**src/rtl/pwm_clkgen_pkg.sv**
```systemverilog
package pwm_clkgen_pkg;
  parameter int unsigned N_TAPS = 11;
  parameter int unsigned FACT_W = 8;
  parameter int unsigned SEL_W  = 4;
  parameter int unsigned N_DIV  = 2;
  localparam int unsigned CNT_W = N_TAPS - 1;
endpackage

```
**src/rtl/pwm_prescaler.sv**
```systemverilog
module pwm_prescaler
  import pwm_clkgen_pkg::*;
(
  input  logic              clk_i,
  input  logic              rst_ni,
  input  logic              en_i,
  output logic [N_TAPS-1:0] tap_o
);
  logic [CNT_W-1:0] cnt_q;

  always_ff @(posedge clk_i or negedge rst_ni) begin
    if (!rst_ni)    cnt_q <= '0;
    else if (!en_i) cnt_q <= '0;
    else            cnt_q <= cnt_q + 1'b1;
  end

  assign tap_o[0] = 1'b1;
  for (genvar k = 1; k < N_TAPS; k++) begin : g_tap
    // tap k fires when the low k bits are all ones
    assign tap_o[k] = en_i & (&cnt_q[k-1:0]);
  end
endmodule

```
**src/rtl/pwm_lin_div.sv**
```systemverilog
module pwm_lin_div
  import pwm_clkgen_pkg::*;
(
  input  logic              clk_i,
  input  logic              rst_ni,
  input  logic              en_i,
  input  logic [N_TAPS-1:0] taps_i,
  input  logic [SEL_W-1:0]  sel_i,
  input  logic [FACT_W-1:0] fact_i,
  output logic              pulse_o
);
  localparam int unsigned PAD_W = 2**SEL_W;

  logic [PAD_W-1:0]  taps_pad;
  logic              src;
  logic [FACT_W-1:0] fact_q, cnt_q;
  logic              wrap;

  assign taps_pad = PAD_W'(taps_i);
  assign src      = taps_pad[sel_i];
  assign wrap     = en_i && (fact_q != '0) && src && (cnt_q == fact_q - 1'b1);
  assign pulse_o  = wrap;

  always_ff @(posedge clk_i or negedge rst_ni) begin
    if (!rst_ni) begin
      cnt_q  <= '0;
      fact_q <= '0;
    end else if (!en_i || fact_q == '0) begin
      cnt_q  <= '0;
      fact_q <= fact_i;
    end else if (wrap) begin
      cnt_q  <= '0;
      fact_q <= fact_i;
    end else if (src) begin
      cnt_q  <= cnt_q + 1'b1;
    end
  end
endmodule

```
**src/rtl/pwm_clkgen.sv**
```systemverilog
module pwm_clkgen
  import pwm_clkgen_pkg::*;
(
  input  logic              clk_i,
  input  logic              rst_ni,
  input  logic              en_i,
  input  logic [FACT_W-1:0] diva_fact_i,
  input  logic [SEL_W-1:0]  diva_sel_i,
  input  logic [FACT_W-1:0] divb_fact_i,
  input  logic [SEL_W-1:0]  divb_sel_i,
  output logic [N_TAPS-1:0] tap_o,
  output logic              clka_o,
  output logic              clkb_o
);
  logic [N_TAPS-1:0] taps;
  logic [FACT_W-1:0] fact [N_DIV];
  logic [SEL_W-1:0]  sel  [N_DIV];
  logic [N_DIV-1:0]  div_pulse;

  pwm_prescaler i_prescaler (
    .clk_i  (clk_i),
    .rst_ni (rst_ni),
    .en_i   (en_i),
    .tap_o  (taps)
  );

  assign fact[0] = diva_fact_i;
  assign sel[0]  = diva_sel_i;
  assign fact[1] = divb_fact_i;
  assign sel[1]  = divb_sel_i;

  for (genvar d = 0; d < N_DIV; d++) begin : g_div
    pwm_lin_div i_div (
      .clk_i   (clk_i),
      .rst_ni  (rst_ni),
      .en_i    (en_i),
      .taps_i  (taps),
      .sel_i   (sel[d]),
      .fact_i  (fact[d]),
      .pulse_o (div_pulse[d])
    );
  end

  assign tap_o  = taps;
  assign clka_o = div_pulse[0];
  assign clkb_o = div_pulse[1];
endmodule

```
**config.mk**
```make
export PLATFORM = sky130hd
export DESIGN_NAME = pwm_clkgen
export DESIGN_NICKNAME = d
export VERILOG_FILES = /design/src/rtl/pwm_clkgen_pkg.sv /design/src/rtl/pwm_prescaler.sv /design/src/rtl/pwm_lin_div.sv /design/src/rtl/pwm_clkgen.sv
export SDC_FILE = /design/constraint.sdc
export NUM_CORES = 1
export LEC_CHECK = 0
export ABC_AREA = 1
export BUFFER_PORTS_ARGS = -buffer_cell sky130_fd_sc_hd__buf_2
export CAP_MARGIN = 20
export CORE_UTILIZATION = 59
export CTS_CLUSTER_DIAMETER = 30
export DETAILED_ROUTE_END_ITERATION = 6
export HOLD_SLACK_MARGIN = 0.12
export PLACE_DENSITY_LB_ADDON = 0.1
export SYNTH_ARGS = -nofsm -noshare
export SYNTH_HDL_FRONTEND = slang
export SYNTH_SLANG_ARGS = --single-unit
```
**constraint.sdc**
```tcl
create_clock -name clk_i -period 2.4 [get_ports clk_i]
set_input_delay 0.36 -clock clk_i [delete_from_list [all_inputs] [get_ports clk_i]]
set_output_delay 0.36 -clock clk_i [all_outputs]
set_load 0.05 [all_outputs]
```
Word-level counts from Yosys, hierarchy flattened. Cells that the tools add are included.

Register bits after elaboration: 42. Latch bits: 0. Bits in writable memories: 0. Bits in read-only memories: 0. Bits of input ports: 27. Output and inout port bits: 13. Word-level logic and storage cells: 65. Memories: 0.

$add $sub $neg: 5. Multipliers: 0. Div/mod/pow operators: 0. Order comparisons: 2. Eq/ne operators: 2. Shifts and indexed selects: 0. Multiplexer cells: 15. Bitwise logic cells: 10. Reduce and logical (&&, ||, !) cells: 26.

Operators with widths (count): 8-bit 2-to-1 mux (10); 8-bit by 1-bit adder with 8-bit output (second input constant) (2); 8-bit == test (2); 8-bit logical NOT (2); 8-bit nonzero test (2); 8-bit by 1-bit subtractor with 8-bit output (second input constant) (2); 10-bit by 1-bit adder with 10-bit output (second input constant) (1); 1-bit bitwise AND (10); 4-bit by 5-bit less-than comparator with 1-bit output (second input constant) (2); 10-bit 2-to-1 mux (1); 10-bit AND reduction (1); 9-bit AND reduction (1); 1-bit binary-select mux with 4-bit select (2); 8-bit AND reduction (1); 7-bit AND reduction (1); 1-bit logical AND (6); 6-bit AND reduction (1); 3-bit nonzero test (2); 5-bit AND reduction (1); 4-bit AND reduction (1); 2-bit nonzero test (2); 3-bit AND reduction (1); 1-bit logical OR (2); 1-bit 2-to-1 mux (2); 2 further kinds (2).

Depth between registers and ports, before layout. Gate-level depths: netlist (run 1).

Depth after elaboration: 8. Gate-level depth with buffers: 15. Depth with buffers taken out: 15.

Cells and area by module. A second synthesis (run 1) with hierarchy kept.

Cell total of the unflattened synthesis: 478. Area total of the unflattened synthesis: 3203.1 um^2.

Modules (own cells, without submodules): pwm_lin_div (times used 2, cells an instance 202, area an instance 1311.3 um^2, seq. area each 400.4 um^2); pwm_prescaler (times used 1, cells an instance 74, area an instance 580.6 um^2, seq. area each 250.2 um^2).

Least setup slack after synthesis (run 1). Ideal clock, no wire load.

Path kind: register -> output. Start point: register i_prescaler.cnt_q[0]. End point: output port tap_o[10]. Arrival time: 2945 ps. Data required time: 2040 ps. Path slack: -905 ps. Cell stages (with the launch flop): 8. Path buffers: 0. Cell sequence: dfrtp_1 > ha_1 > nand2_2 > nor2_8 > inv_4 > nor2_1 > inv_1 > nor3_1.

Longest elaborated chain between the ends: 2.

RTL lines: start, declared (line pwm_prescaler.sv:9) `logic [CNT_W-1:0] cnt_q;`; start signal, assigned (line pwm_prescaler.sv:14) `else cnt_q <= cnt_q + 1'b1;`; 10-bit AND reduction (line pwm_prescaler.sv:20) `assign tap_o[k] = en_i & (&cnt_q[k-1:0]);`; 1-bit bitwise AND (line pwm_prescaler.sv:20); end, declared (line pwm_clkgen.sv:11) `output logic [N_TAPS-1:0] tap_o,`.

No other way between the ends.

Worst setup path after layout (run 1).
Start point: register i_prescaler.cnt_q[6]. End point: output port clkb_o.

Longest elaborated chain between the ends: 6. Elaborated cells between the ends (all ways): 12. Those cells by class: mux (2); bitwise (4); reduce/logical (6).

RTL lines: 10-bit AND reduction, or another cell as far along (line pwm_prescaler.sv:20); 1-bit bitwise AND (line pwm_prescaler.sv:20); 1-bit binary-select mux with 4-bit select * (line pwm_lin_div.sv:20) `assign src = taps_pad[sel_i];`; 1-bit 2-to-1 mux (implied by the code) * (line pwm_lin_div.sv:20); 1-bit logical AND * (2 in series) (line pwm_lin_div.sv:21) `assign wrap = en_i && (fact_q != '0) && src && (cnt_q == fact_q - 1'b1);`; end, declared (line pwm_clkgen.sv:13) `output logic clkb_o`.

Every way passes the cells marked *; elsewhere a longest branch is shown, timed or not. The select of a mux whose other input is x is not followed.

==> results summary, run 1 <==
In this run the most critical hold path is launched from diva_fact_i[6]. The cell sitting at the root of the clock tree is a sky130_fd_sc_hd__clkbuf_8. The synthesized design contains 0 enable-type register cells. Among all flip-flop cells after synthesis, the most frequent one is sky130_fd_sc_hd__dfrtp_1. The detailed-route vias per instance is 5.434. Setup total negative slack on the finished layout was measured at -0.1698 ns. The H-tree depth is 2. The number of max-cap violations came out at 0.

The setup path with the least slack is of type reg -> out. The post-route netlist has 23.79% of its cells at a drive strength greater than 1. The slew at the pin closest to its max-slew limit is around 0.52 ns. The class of the most critical hold timing path is in -> reg. Walking the worst path, the cells encountered are inv_1, nor2_4, inv_2, nor3_2, ha_2, nand2_2, o21bai_1, inv_1, nand2_1, nand3b_1, nand2_2, nand2_4, clkinvlp_4, buf_8. Grouping stages by cell kind, the critical path spends the most delay in simple AND/OR/NAND/NOR gates. Ranked by total cell area, the synthesized netlist is headed by sky130_fd_sc_hd__dfrtp_1, sky130_fd_sc_hd__nand2_1, sky130_fd_sc_hd__inv_1. The most used standard cell by instance count after synthesis is sky130_fd_sc_hd__nand2_1.

Measured along the x axis, the die boundary spans 76.43 µm. The adder-cell area share of the yosys netlist came out at 3.828%. The length of the first detailed-routing pass in iterations is 6. The number of different library cells in the post-synthesis netlist came out at 37.

The clock network latency to the later pin of the worst-skew pair came out at 0.30 ns. The master of the slowest instance on the critical path is sky130_fd_sc_hd__dfrtp_1. Summing the areas of all and, or, nand and nor instances in the mapped netlist gives 44.14% of the synthesized area. The die is about 76 µm tall. The commonest cells after synthesis are sky130_fd_sc_hd__nand2_1, sky130_fd_sc_hd__inv_1, sky130_fd_sc_hd__nor2_1, sky130_fd_sc_hd__nand3_1, sky130_fd_sc_hd__dfrtp_1. The buffer levels on the longest clock path came out at 2. The instance count of the mapped netlist came out at 484. The worst register-to-register path has a depth of 19. The post-synthesis instance area is 0.003268 mm². The total nets after synthesis came out at approximately 520. The startpoint identified for the worst register-to-register timing path is i_prescaler.cnt_q[0]$_DFF_PN0_. The worst IR drop on VDD came out at ~0.37 mV. TritonCTS built the clock tree.

The initial antenna violation count came out at 0. On the worst path, the slowest cell contributes a delay of 0.37 ns. The share of the synthesized netlist area taken by xor and xnor gates is 5.092%. In this run the count of I/O pins placed on the die edge is 40. The first routing iteration left 217 violations. The residual antenna-violating net count after detailed routing is 0. The overall overflow remaining after global route is 0. The area of the core region came out at around 0.0052 mm². The count of cell instances traversed by the critical path is 14. The flop and latch count out of synthesis is 42. The final reports fail on negative setup slack. The cell leakage power is 2.329 nW.

The maximum operating frequency came out at 0.3983 GHz. 0 antenna diodes ended up in the layout. The via count of the first global-routing pass came out at 3091. The starting density of the core came out at 62.79%. STA puts the critical path data arrival time at 2.15 ns. The part of the Yosys area used for sequential elements came out at 32.16%. The number of hold violations in the final report came out at 0. The routed wire length is 8866 µm. The slack of the worst reg-to-reg path is 0.15 ns.

sky130_fd_sc_hd__dfrtp_1 takes more of the synthesized area than any other cell. The via count came out at about 3400. The area fraction in compound gates after synthesis came out at 4.173%. The worst hold margin is 0.2440 ns. The final-layout fill cell count is 377. The worst register-to-register path ends at g_div[1].i_div.cnt_q[4]$_DFFE_PN0P_. The maximum net fanout on the critical path came out at 3.

Setup repair after global routing could not meet its margin everywhere. The die covers 0.005841 mm². The total placed cells including tap cells came out at ~600.

Of the available clock period, the critical path in the final layout requires 104.6%. Dividing total power by cell area gives a power density of around 470 mW/mm². The clock-pin slew of the registers on the worst-case setup and hold paths came out at approximately 0.090 ns. The number of non-filler instances in the completed layout came out at 629. Port buffering added 38 buffers. The Yosys step of the flow raised 0 warnings.

The maximum number of pins on one net before global-route repair is 23. The headroom to the max-slew limit is 65.32%. The worst hold path endpoint is g_div[0].i_div.fact_q[6]$_DFFE_PN0P_. The worst hold path depth is 3.

The number of core rows came out at 26. The routability congestion estimate from global placement came out at 0.8998. The number of sinks handled by clock tree synthesis came out at 42. The critical path data required time came out at approximately 2.0 ns.

The endpoint type of the worst setup path is an output pin. The count of endpoints failing setup in the final report came out at 2. The setup slack of the critical path after layout came out at -0.1106 ns. The first-pass GRT wire length came out at 13830 µm. Compared with the post-synthesis result, the final layout area differs by 25.46%. The routed wirelength normalized by instance count came out at between 10 and 15 µm.

After the last flow step, the layout net total stands at between 500 and 600. For this run, the total global-route usage over all layers was measured as a little under 30%. Once detailed placement completed, the half-perimeter wirelength came to 5785 µm. The number of buffers and inverters on the critical path is 5. The async set-reset flop share out of synthesis is 100.0%. The multiplexer fraction of the synthesized cell area is 0%. The smallest clock period supported by the final layout is computed as 2.511 ns. The number of max-slew violations in the final report came out at 0. The top cell type by area accounts for 32.16% of the synthesized area. The startpoint type of the worst setup path is a flip-flop.

After synthesis, the largest family of logic cells by area is simple AND/OR/NAND/NOR gates. The number of clock buffers added by TritonCTS is 5. The total power after layout came out at 1.926 mW. The mean instance size in the synthesized netlist came out at 6.752 µm².

The flow ran to the end, but the final reports show violations. The number of remaining DRC errors came out at 0. On the final layout, the worst clock skew is 0.006013 ns.
[state kept, by name (all words and copies together), names as in the netlist]
name / count
g_div.i_div.cnt_q: 16
g_div.i_div.fact_q: 16
i_prescaler.cnt_q: 10
[area by class of cell]
class	instances	area [µm²]	area share, %
Clock buffer	5	68.82	1.678
Clock inverter	3	68.82	1.678
Inverter	79	316.6	7.720
Multi-Input combinational cell	360	2042	49.80
Sequential cell	42	1051	25.63
Tap cell	70	87.58	2.136
Timing Repair Buffer	70	465.4	11.35
[per-stage QoR]
step	worst slack, ns	utilization, %	cell area [µm²]
after global placement	0.07754	69.90	3638
final	-0.1106	78.77	4100
after CTS	-0.04633	76.71	3993
after floorplan	-0.04681	-	3309
after detailed placement	-0.02261	69.90	3638
after global routing	-0.2607	78.77	4100
[cell families (layout without fill, tap and decap cells)]
logic type                 after synthesis  in the layout
xor gates and xnor gates                19             19
other                                    1              1
AOI/OAI and AO/OA                       24             24
buffers and inverters                   84            157
and+or+nand+nor                        304            306
adders and majority gates               10             10
DFF                                     42             42
[placed cells by master, fill, tap and decap left out, types with 2 or more instances in the layout]
cell type,instances
sky130_fd_sc_hd__a21oi_1,10
sky130_fd_sc_hd__buf_2,34
sky130_fd_sc_hd__buf_4,30
sky130_fd_sc_hd__buf_6,2
sky130_fd_sc_hd__buf_8,2
sky130_fd_sc_hd__bufinv_16,2
sky130_fd_sc_hd__clkbuf_8,5
sky130_fd_sc_hd__clkinvlp_4,2
sky130_fd_sc_hd__dfrtp_1,42
sky130_fd_sc_hd__ha_1,6
sky130_fd_sc_hd__ha_4,3
sky130_fd_sc_hd__inv_1,67
sky130_fd_sc_hd__inv_2,5
sky130_fd_sc_hd__inv_4,3
sky130_fd_sc_hd__nand2_1,153
sky130_fd_sc_hd__nand2_2,10
sky130_fd_sc_hd__nand2_4,4
sky130_fd_sc_hd__nand2_8,2
sky130_fd_sc_hd__nand3_1,41
sky130_fd_sc_hd__nand3_2,3
sky130_fd_sc_hd__nand3_4,5
sky130_fd_sc_hd__nand3b_1,4
sky130_fd_sc_hd__nand4_1,22
sky130_fd_sc_hd__nor2_1,42
sky130_fd_sc_hd__nor2_2,6
sky130_fd_sc_hd__nor2_4,2
sky130_fd_sc_hd__nor2_8,3
sky130_fd_sc_hd__nor3_1,4
sky130_fd_sc_hd__nor3_4,2
sky130_fd_sc_hd__o21ai_0,6
sky130_fd_sc_hd__o21ai_1,2
sky130_fd_sc_hd__o21ai_2,2
sky130_fd_sc_hd__xnor2_1,6
sky130_fd_sc_hd__xor2_1,13
[tightest hold or removal path, delay by kind of cell]
kind                   cells  cell delay (ns)
and+or+nand+nor            2             0.08
buffers and inverters      1             0.07
[power breakdown]
part,total [mW],switching [mW],internal (mW),leakage (nW)
combinational,0.441,0.275,0.166,1.71
clock,0.690,0.273,0.417,0.0683
sequential,0.794,0.0512,0.743,0.554
total,1.93,0.599,1.33,2.33
[repair_timing]
| item | 4_1_cts | 5_1_grt |
|---|---|---|
| cloned | 0 | 2 |
| hold buffers | 1 | 0 |
| setup buffers | 19 | 3 |
| endpoints found under the hold margin | 21 | 0 |
| pin swaps | 15 | 6 |
| resized for setup | 18 | 23 |
| setup endpoints to repair | 2 | 12 |
[layer usage]
| layer | vias to the layer above | GRT usage, % | part of all wire [%] |
|---|---|---|---|
| met5 | - | 0 | 0 |
| met4 | 0 | 11.73 | 3.9 |
| met3 | 32 | 5.389 | 5.5 |
| met2 | 126 | 52.16 | 50 |
| met1 | 1589 | 35.40 | 40 |
| li1 | 1671 | - | - |
[worst max path at each step]
| stage | start | to | slack (ns) |
|---|---|---|---|
| 6_report | i_prescaler.cnt_q[6]$_DFF_PN0_ | clkb_o | -0.11 |
| 5_1_grt | i_prescaler.cnt_q[4]$_DFF_PN0_ | clkb_o | -0.26 |
| 4_1_cts | i_prescaler.cnt_q[5]$_DFF_PN0_ | clkb_o | -0.05 |
| 3_5_place_dp | i_prescaler.cnt_q[1]$_DFF_PN0_ | clkb_o | -0.02 |
| 3_3_place_gp | i_prescaler.cnt_q[1]$_DFF_PN0_ | clkb_o | 0.08 |
| 2_1_floorplan | i_prescaler.cnt_q[0]$_DFF_PN0_ | tap_o[8] | -0.05 |
Note: power is estimated with default switching activity, not from simulation.
==> inputs of run 2 (changes only) <==
- PLACE_DENSITY: not set -> 0.81
- PLACE_DENSITY_LB_ADDON: 0.1 -> not set
==> run 2 against run 1 <==
Against the previous run: the run still ends with negative setup slack left; sequential cell count unchanged; clock power down 31%; register-to-register slack better by 0.03 ns; power down 11%; critical endpoint unchanged; cell count down 0.48%; maximum frequency up 2.1%; hold slack better by 0.0096 ns.
==> results summary, run 2 (same netlist as run 1, synthesis figures left out) <==
The residual antenna-violating net count after detailed routing came out at 0 (unchanged). The number of sinks handled by clock tree synthesis is 42 (unchanged). The headroom to the max-slew limit came to 64.65% (was 65.32%). The number of remaining DRC errors came out at 0 (unchanged). The length of the first detailed-routing pass in iterations is 5 (was 6). The total negative slack is -0.1011 ns (was -0.1698 ns). The number of max-slew violations in the final report came out at 0 (unchanged). The die span in y came out at 76.43 µm (unchanged). The power density relative to cell area came out at 431.5 mW/mm² (was 469.7 mW/mm²). The kind of cell adding the most delay to the critical path is simple AND/OR/NAND/NOR gates (unchanged).

The count of cells along the worst register-to-register path came out at 15 (was 19). The I/O pin total came out at 40 (unchanged). The routed wirelength normalized by instance count came out at 12.98 µm (was 14.10 µm). The reg-to-reg critical path startpoint is i_prescaler.cnt_q[1]$_DFF_PN0_ (was i_prescaler.cnt_q[0]$_DFF_PN0_). RSZ-0062 raised after global routing: true (unchanged).

The most common library cell in the layout ignoring fill and taps is sky130_fd_sc_hd__nand2_1 (unchanged). The number of clock buffers inserted by TritonCTS came out at 5 (unchanged). The beginning of the worst hold path is divb_fact_i[6] (was diva_fact_i[6]). The longest individual stage delay on the worst path is 0.40 ns (was 0.37 ns). The TritonCTS clock tree is built (unchanged). The worst IR drop on VDD came out at 0.3164 mV (was 0.3719 mV). The maximum number of pins on one net before global-route repair is 22 (was 23). The HPWL after detailed placement came out at 5900 µm (was 5785 µm).

The slack of the worst reg-to-reg path came out at 0.18 ns (was 0.15 ns). The arrival time at the worst endpoint came out at 2.10 ns (was 2.15 ns). The die width came out at 76.43 µm (unchanged). The endpoint of the lowest-slack register-to-register path is g_div[0].i_div.cnt_q[4]$_DFFE_PN0P_ (was g_div[1].i_div.cnt_q[4]$_DFFE_PN0P_). The switching share of power came out at 32.90% (was 31.10%). The detailed-route vias per instance is 5.335 (was 5.434). The setup slack of the critical path after layout came out at -0.05921 ns (was -0.1106 ns). The count of endpoints failing setup in the final report came to 2 (unchanged). The worst hold path depth came to 3 (unchanged). The clock network fraction of total power is 27.7% (was 35.8%). The internal power consumption came out at 1.145 mW (was 1.327 mW). The shortest period the worst path allows is 2.459 ns (was 2.511 ns). The overall overflow remaining after global route is 0 (unchanged). The number of design-rule violations left by the first detailed-router iteration is 196 (was 217). The register share of total power is 46.4% (was 41.3%). Critical Path, Cell by Cell: inv_2, ha_2, nand2_1, nor2_2, nand2_1, nand2_1, nand2_1, nor2_2, nand3_1, nor2_2, nand2_4, clkinvlp_4, buf_8 (was inv_1, nor2_4, inv_2, nor3_2, ha_2, nand2_2, o21bai_1, inv_1, nand2_1, nand3b_1, nand2_2, nand2_4, clkinvlp_4, buf_8). The clock network latency to the later pin of the worst-skew pair was 0.29 ns (was 0.30 ns).

The final worst-path cycle share came out at 102.5% (was 104.6%). The fraction of layout cells with a size suffix above 1 is 22.84% (was 23.79%). The master of the slowest instance on the critical path was sky130_fd_sc_hd__dfrtp_1 (unchanged). The class of the most critical hold timing path is in -> reg (unchanged).

Violated checks: negative setup slack (unchanged). The cell area after layout is 0.003953 mm² (was 0.004100 mm²). Result of the run: finished with violations (unchanged). The antenna diode count came to 0 (unchanged).

The routed wire length is 8127 µm (was 8866 µm). The total routing usage reported by global routing is 29.54% (was 29.56%). The count of cell instances traversed by the critical path came to 13 (was 14). Biggest registers after layout: g_div.i_div.cnt_q: 16 flops, g_div.i_div.fact_q: 16 flops, i_prescaler.cnt_q: 10 flops (unchanged). The number of buffers and inverters on the critical path is 3 (was 5).

The net total in the final layout came to 592 (was 595). The worst setup slack after placement came out at 0.06859 ns (was -0.02261 ns). The first-pass GRT wire length came out at 13960 µm (was 13830 µm). The worst hold path endpoint was g_div[1].i_div.fact_q[6]$_DFFE_PN0P_ (was g_div[0].i_div.fact_q[6]$_DFFE_PN0P_). The cell leakage power came to 2.293 nW (was 2.329 nW). The switching component of the power is 0.5612 mW (was 0.5989 mW). The relative area change from synthesis to final layout came out at 20.94% (was 25.46%).

The area of the core region is 0.005205 mm² (unchanged). The endpoint type of the worst setup path is an output pin (unchanged). The maximum net fanout on the critical path was 5 (was 3). The initial antenna violation count came to 0 (unchanged).

The post-place instance area came to 0.003646 mm² (was 0.003638 mm²). The buffer levels on the longest clock path came out at 2 (unchanged). The startpoint type of the worst setup path is a flip-flop (unchanged).

The total power after layout came to 1.706 mW (was 1.926 mW). The worst setup skew after layout is 0.006356 ns (was 0.006013 ns). The maximum operating frequency came out at 0.4066 GHz (was 0.3983 GHz).

The number of max-cap violations came out at 0 (unchanged). The H-tree depth is 2 (unchanged). The via count of the first global-routing pass came out at 3152 (was 3091). The starting density of the core is 62.79% (unchanged).

The number of core rows was 26 (unchanged). The via count came out at 3340 (was 3418). The cell that appears most often on the critical path is sky130_fd_sc_hd__nand2_1. The number of hold violations in the final report is 0 (unchanged). The combinational share of power came to 25.9% (was 22.9%). The total of buffers placed on input and output ports came out at 38 (unchanged). The root buffer selected by CTS is sky130_fd_sc_hd__clkbuf_8 (unchanged). The slew at the pin closest to its max-slew limit is 0.5302 ns (was 0.5201 ns). The clock-pin slew of the registers on the worst-case setup and hold paths is 0.08 ns (was 0.09 ns). The routability congestion estimate from global placement came out at 0.9686 (was 0.8998).

The floorplan die area came out at 0.005841 mm² (unchanged). The critical path class is reg -> out (unchanged). Commonest cells after routing, fill and taps aside: sky130_fd_sc_hd__nand2_1, sky130_fd_sc_hd__inv_1, sky130_fd_sc_hd__nand3_1 (was sky130_fd_sc_hd__nand2_1, sky130_fd_sc_hd__inv_1, sky130_fd_sc_hd__nor2_1, sky130_fd_sc_hd__dfrtp_1, sky130_fd_sc_hd__nand3_1). The critical path data required time is 2.04 ns (about the same).
-- run 2: cell types whose count changed in the layout (fill, tap and decap cells not counted), sizes merged --
cell,change
bufinv,-2
nor2,-1
buf,-1
clkbuf,+2
nand3,-1
-- run 2: how the worst max path moves through the flow --
stage / startpoint / to / slack, ns
after floorplan: i_prescaler.cnt_q[0]$_DFF_PN0_ / tap_o[8] / -0.05
after global placement: i_prescaler.cnt_q[1]$_DFF_PN0_ / clkb_o / 0.08
after detailed placement: i_prescaler.cnt_q[1]$_DFF_PN0_ / clkb_o / 0.07
after CTS: i_prescaler.cnt_q[5]$_DFF_PN0_ / clkb_o / -0.007
after global routing: g_div[1].i_div.fact_q[0]$_DFFE_PN0P_ / clkb_o / -0.23
final: g_div[1].i_div.fact_q[0]$_DFFE_PN0P_ / clkb_o / -0.06
-- run 2: layout make-up --
type / count / area, µm²
clock inverters: 1 / 5.005
clock buffers: 7 / 86.33
multi-input cells: 358 / 1967
well taps: 70 / 87.58
flip-flops and latches: 42 / 1051
inverters: 79 / 311.5
repair buffers: 69 / 444.2
fillers: 405 / 1252
-- run 2: stage by stage --
step / cells / utilization, % / hold WS (ns)
finish: 626 / 75.94 / 0.2536
global route: 626 / 75.94 / 0.2578
CTS: 623 / 74.90 / 0.2484
detailed placement: 600 / 70.05 / 0.3630
global placement: 600 / 70.05 / 0.3599
floorplan: 484 / - / 0.06441
-- run 2: repair_timing --
item | in CTS | in global routing
hold buffers | 1 | 0
gates resized for setup | 14 | 10
endpoints found under the hold margin | 19 | 0
buffers inserted | 14 | 3
endpoints found under the setup margin | 2 | 6
pin swaps | 15 | 12
-- run 2: power by group through the flow --
stage | clock network [mW] | registers, mW | logic (mW)
after floorplan | 0 | 0.794 | 0.290
after global placement | 0 | 0.803 | 0.388
after detailed placement | 0 | 0.804 | 0.402
after CTS | 0.484 | 0.788 | 0.427
after global routing | 0.514 | 0.797 | 0.501
final | 0.473 | 0.791 | 0.442
-- run 2: worst reg2reg max path: cells and delay by family, from the launching register on --
family                     cells  cell delay [ns]
and+or+nand+nor                8             0.89
buffers and inverters          5             0.57
adders and majority gates      1             0.18
DFF                            1             0.41
AOI/OAI and AO/OA              1             0.12
-- run 2: metal layers --
layer  track usage [%]  vias up  share of wire [%]
met3             4.551       18                5.2
met1             38.12     1547                 42
met5                 0        -                  0
met2             50.09      113                 50
li1                  -     1662                  -
met4             10.58        0                2.3
==> inputs of run 3 (changes only) <==
- REMOVE_ABC_BUFFERS: not set -> 1
- SETUP_SLACK_MARGIN: not set -> 0.5
==> run 3 against run 2 <==
Against the previous run: the run still ends with negative setup slack left; combinational power increased by 2%; hold slack worse by 0.0048 ns; first-iteration DRC count rose by 8.2%; critical path type unchanged; core utilization increased by 3.7 points; cell count is 0.48% lower; largest power group unchanged.
==> results summary, run 3 (same netlist as run 1, synthesis figures left out) <==
Result of the run: finished with violations (unchanged). Violated checks: negative setup slack (unchanged). The reg-to-reg critical path startpoint is i_prescaler.cnt_q[1]$_DFF_PN0_ (unchanged). The first-pass GRT wire length is 14040 µm (was 13960 µm). The worst hold margin is 0.2489 ns (was 0.2536 ns).

The number of non-filler instances in the completed layout is 623 (was 626). The fraction of the core area covered by cells at the end of the flow came out at 79.69% (was 75.94%). The worst hold path depth was 3 (unchanged). The floorplan die area is 0.005841 mm² (unchanged). The critical path class is reg -> out (unchanged). The setup slack of the critical path after layout was -0.1397 ns (was -0.05921 ns). The headroom to the max-slew limit was 61.75% (was 64.65%). The number of sinks handled by clock tree synthesis came to 42 (unchanged).

The beginning of the worst hold path is diva_fact_i[1] (was divb_fact_i[6]). The number of hold violations in the final report came to 0 (unchanged). The die span in y is 76.43 µm (unchanged).

The final worst-path cycle share came to 105.8% (was 102.5%). The number of max-cap violations is 0 (unchanged). The residual antenna-violating net count after detailed routing is 0 (unchanged). The cell leakage power came out at 2.343 nW (was 2.293 nW). The number of clock buffers inserted by TritonCTS is 5 (unchanged). The number of max-slew violations in the final report came out at 0 (unchanged). The post-place instance area came out at 0.003605 mm² (was 0.003646 mm²). The shortest period the worst path allows came out at 2.540 ns (was 2.459 ns). The register area is 0.001051 mm² (unchanged).

The most common library cell in the layout ignoring fill and taps is sky130_fd_sc_hd__nand2_1 (unchanged). The routed wire length came out at 8758 µm (was 8127 µm). The starting density of the core is 62.79% (unchanged). The length of the first detailed-routing pass in iterations is 5 (unchanged).

The overall overflow remaining after global route was 0 (unchanged). The total power after layout came out at 1.735 mW (was 1.706 mW). The TritonCTS clock tree was built (unchanged). The endpoint type of the worst setup path was an output pin (unchanged). The total placed cells including tap cells came to 600 (unchanged).

The worst IR drop on VDD is 0.3981 mV (was 0.3164 mV). The number of design-rule violations left by the first detailed-router iteration came to 212 (was 196). The area of the core region came to 0.005205 mm² (unchanged). The routed wirelength normalized by instance count came out at 14.06 µm (was 12.98 µm). The net total in the final layout came out at 589 (was 592). The total routing usage reported by global routing is 29.68% (was 29.54%). Biggest registers after layout: g_div.i_div.cnt_q: 16 flops, g_div.i_div.fact_q: 16 flops, i_prescaler.cnt_q: 10 flops (unchanged). The fraction of layout cells with a size suffix above 1 was 25.86% (was 22.84%). The root buffer selected by CTS is sky130_fd_sc_hd__clkbuf_8 (unchanged). The startpoint type of the worst setup path is a flip-flop (unchanged). The detailed-route vias per instance came out at 5.395 (was 5.335).

The total negative slack came out at -0.2454 ns (was -0.1011 ns). The area of the multi-input gates came out at 0.002102 mm² (was 0.001967 mm²). The final-layout fill cell count was 366 (was 405). The worst setup slack after placement is 0.05369 ns (was 0.06859 ns). The buffer levels on the longest clock path is 2 (unchanged).

The clock-pin slew of the registers on the worst-case setup and hold paths came out at 0.09 ns (was 0.08 ns). The H-tree depth was 2 (unchanged). The critical path data required time came out at 2.04 ns (about the same). The total of buffers placed on input and output ports is 38 (unchanged). The antenna diode count came out at 0 (unchanged). The worst setup skew after layout came out at 0.01118 ns (was 0.006356 ns). The via count came out at 3361 (was 3340).

The relative area change from synthesis to final layout came out at 26.91% (was 20.94%). The origin of the worst setup path is i_prescaler.cnt_q[1]$_DFF_PN0_ (was g_div[1].i_div.fact_q[0]$_DFFE_PN0P_). The cell area after layout is 0.004148 mm² (was 0.003953 mm²). The maximum operating frequency is 0.3937 GHz (was 0.4066 GHz). The slew at the pin closest to its max-slew limit is 0.5693 ns (was 0.5302 ns).

The count of cells along the worst register-to-register path is 17 (was 15). The number of remaining DRC errors came out at 0 (unchanged). RSZ-0062 raised after global routing: true (unchanged). The HPWL after detailed placement is 5888 µm (was 5900 µm).

The arrival time at the worst endpoint was 2.18 ns (was 2.10 ns). The routability congestion estimate from global placement was 0.9089 (was 0.9686). The maximum net fanout on the critical path is 3 (was 5). The count of endpoints failing setup in the final report came out at 2 (unchanged). The I/O pin total is 40 (unchanged). The clock network latency to the later pin of the worst-skew pair is 0.30 ns (was 0.29 ns). The maximum number of pins on one net before global-route repair is 20 (was 22).

The die width came out at 76.43 µm (unchanged). The class of the most critical hold timing path is in -> reg (unchanged). The number of core rows is 26 (unchanged). Commonest cells after routing, fill and taps aside: sky130_fd_sc_hd__nand2_1, sky130_fd_sc_hd__inv_1, sky130_fd_sc_hd__dfrtp_1 (was sky130_fd_sc_hd__nand2_1, sky130_fd_sc_hd__inv_1, sky130_fd_sc_hd__nand3_1). The power density relative to cell area came out at 418.2 mW/mm² (was 431.5 mW/mm²). The initial antenna violation count is 0 (unchanged). The via count of the first global-routing pass came to 3217 (was 3152).
-- run 3: cell count changes in the layout (fill, tap and decap cells not counted), moves of 4 or more --
cell / previous run / this run
sky130_fd_sc_hd__buf_4: 30 / 19
sky130_fd_sc_hd__nand2_1: 154 / 143
sky130_fd_sc_hd__nand2_2: 11 / 20
sky130_fd_sc_hd__nand3_1: 43 / 34
sky130_fd_sc_hd__nand3_2: 2 / 10
sky130_fd_sc_hd__buf_2: 35 / 28
sky130_fd_sc_hd__buf_6: 1 / 8
sky130_fd_sc_hd__buf_8: 1 / 5
-- run 3: what timing repair did --
action / CTS / global route
gates cloned: 4 / 0
gates resized for setup: 42 / 45
pin swaps: 13 / 18
setup buffers: 7 / 3
hold buffers: 1 / 0
endpoints found under the hold margin: 8 / 0
endpoints found under the setup margin: 42 / 43
-- run 3: area by class of cell --
cell class                 instances  area share [%]
inverter                          79           7.391
multi-input combinational        361           50.68
clock inverter                     1          0.2112
timing repair buffer              63           12.19
sequential                        42           25.34
tap                               70           2.112
clock buffer                       7           2.081
-- run 3: metal layers --
layer / GRT usage [%] / vias up / part of all wire [%]
met3: 3.832 / 13 / 3.8
li1: - / 1668 / -
met2: 54.23 / 105 / 54
met4: 9.423 / 0 / 1.3
met5: 0 / - / 0
met1: 35.92 / 1575 / 41
-- run 3: path summary, 6_finish.rpt --
| path | slack [ns] | to |
|---|---|---|
| min reg2reg | 0.55 | i_prescaler.cnt_q[6]$_DFF_PN0_ |
| max reg2reg | 0.06 | g_div[1].i_div.fact_q[7]$_DFFE_PN0P_ |
| min | 0.25 | g_div[0].i_div.fact_q[1]$_DFFE_PN0P_ |
| min in group asynchronous | 0.46 | g_div[1].i_div.cnt_q[6]$_DFFE_PN0P_ |
| max in group asynchronous | 1.40 | g_div[1].i_div.cnt_q[3]$_DFFE_PN0P_ |
| max | -0.14 | clkb_o |
-- run 3: critical path, stage by stage (launching register included) --
cell                       delay, ns
sky130_fd_sc_hd__dfrtp_1        0.42
sky130_fd_sc_hd__ha_4           0.17
sky130_fd_sc_hd__nand3_4        0.08
sky130_fd_sc_hd__nor3_4         0.18
sky130_fd_sc_hd__ha_2           0.21
sky130_fd_sc_hd__nand2_2        0.08
sky130_fd_sc_hd__o21bai_1       0.15
sky130_fd_sc_hd__inv_1          0.05
sky130_fd_sc_hd__nand2_1        0.05
sky130_fd_sc_hd__nand3b_1       0.11
sky130_fd_sc_hd__nand2_2        0.11
sky130_fd_sc_hd__nand2_4        0.06
sky130_fd_sc_hd__inv_2          0.06
sky130_fd_sc_hd__buf_8          0.14
-- run 3: report_power, final --
group	switching [mW]	leakage [nW]	internal, mW
clock	0.251	0.0489	0.238
combinational	0.282	1.74	0.169
sequential	0.0521	0.554	0.743
total	0.584	2.34	1.15
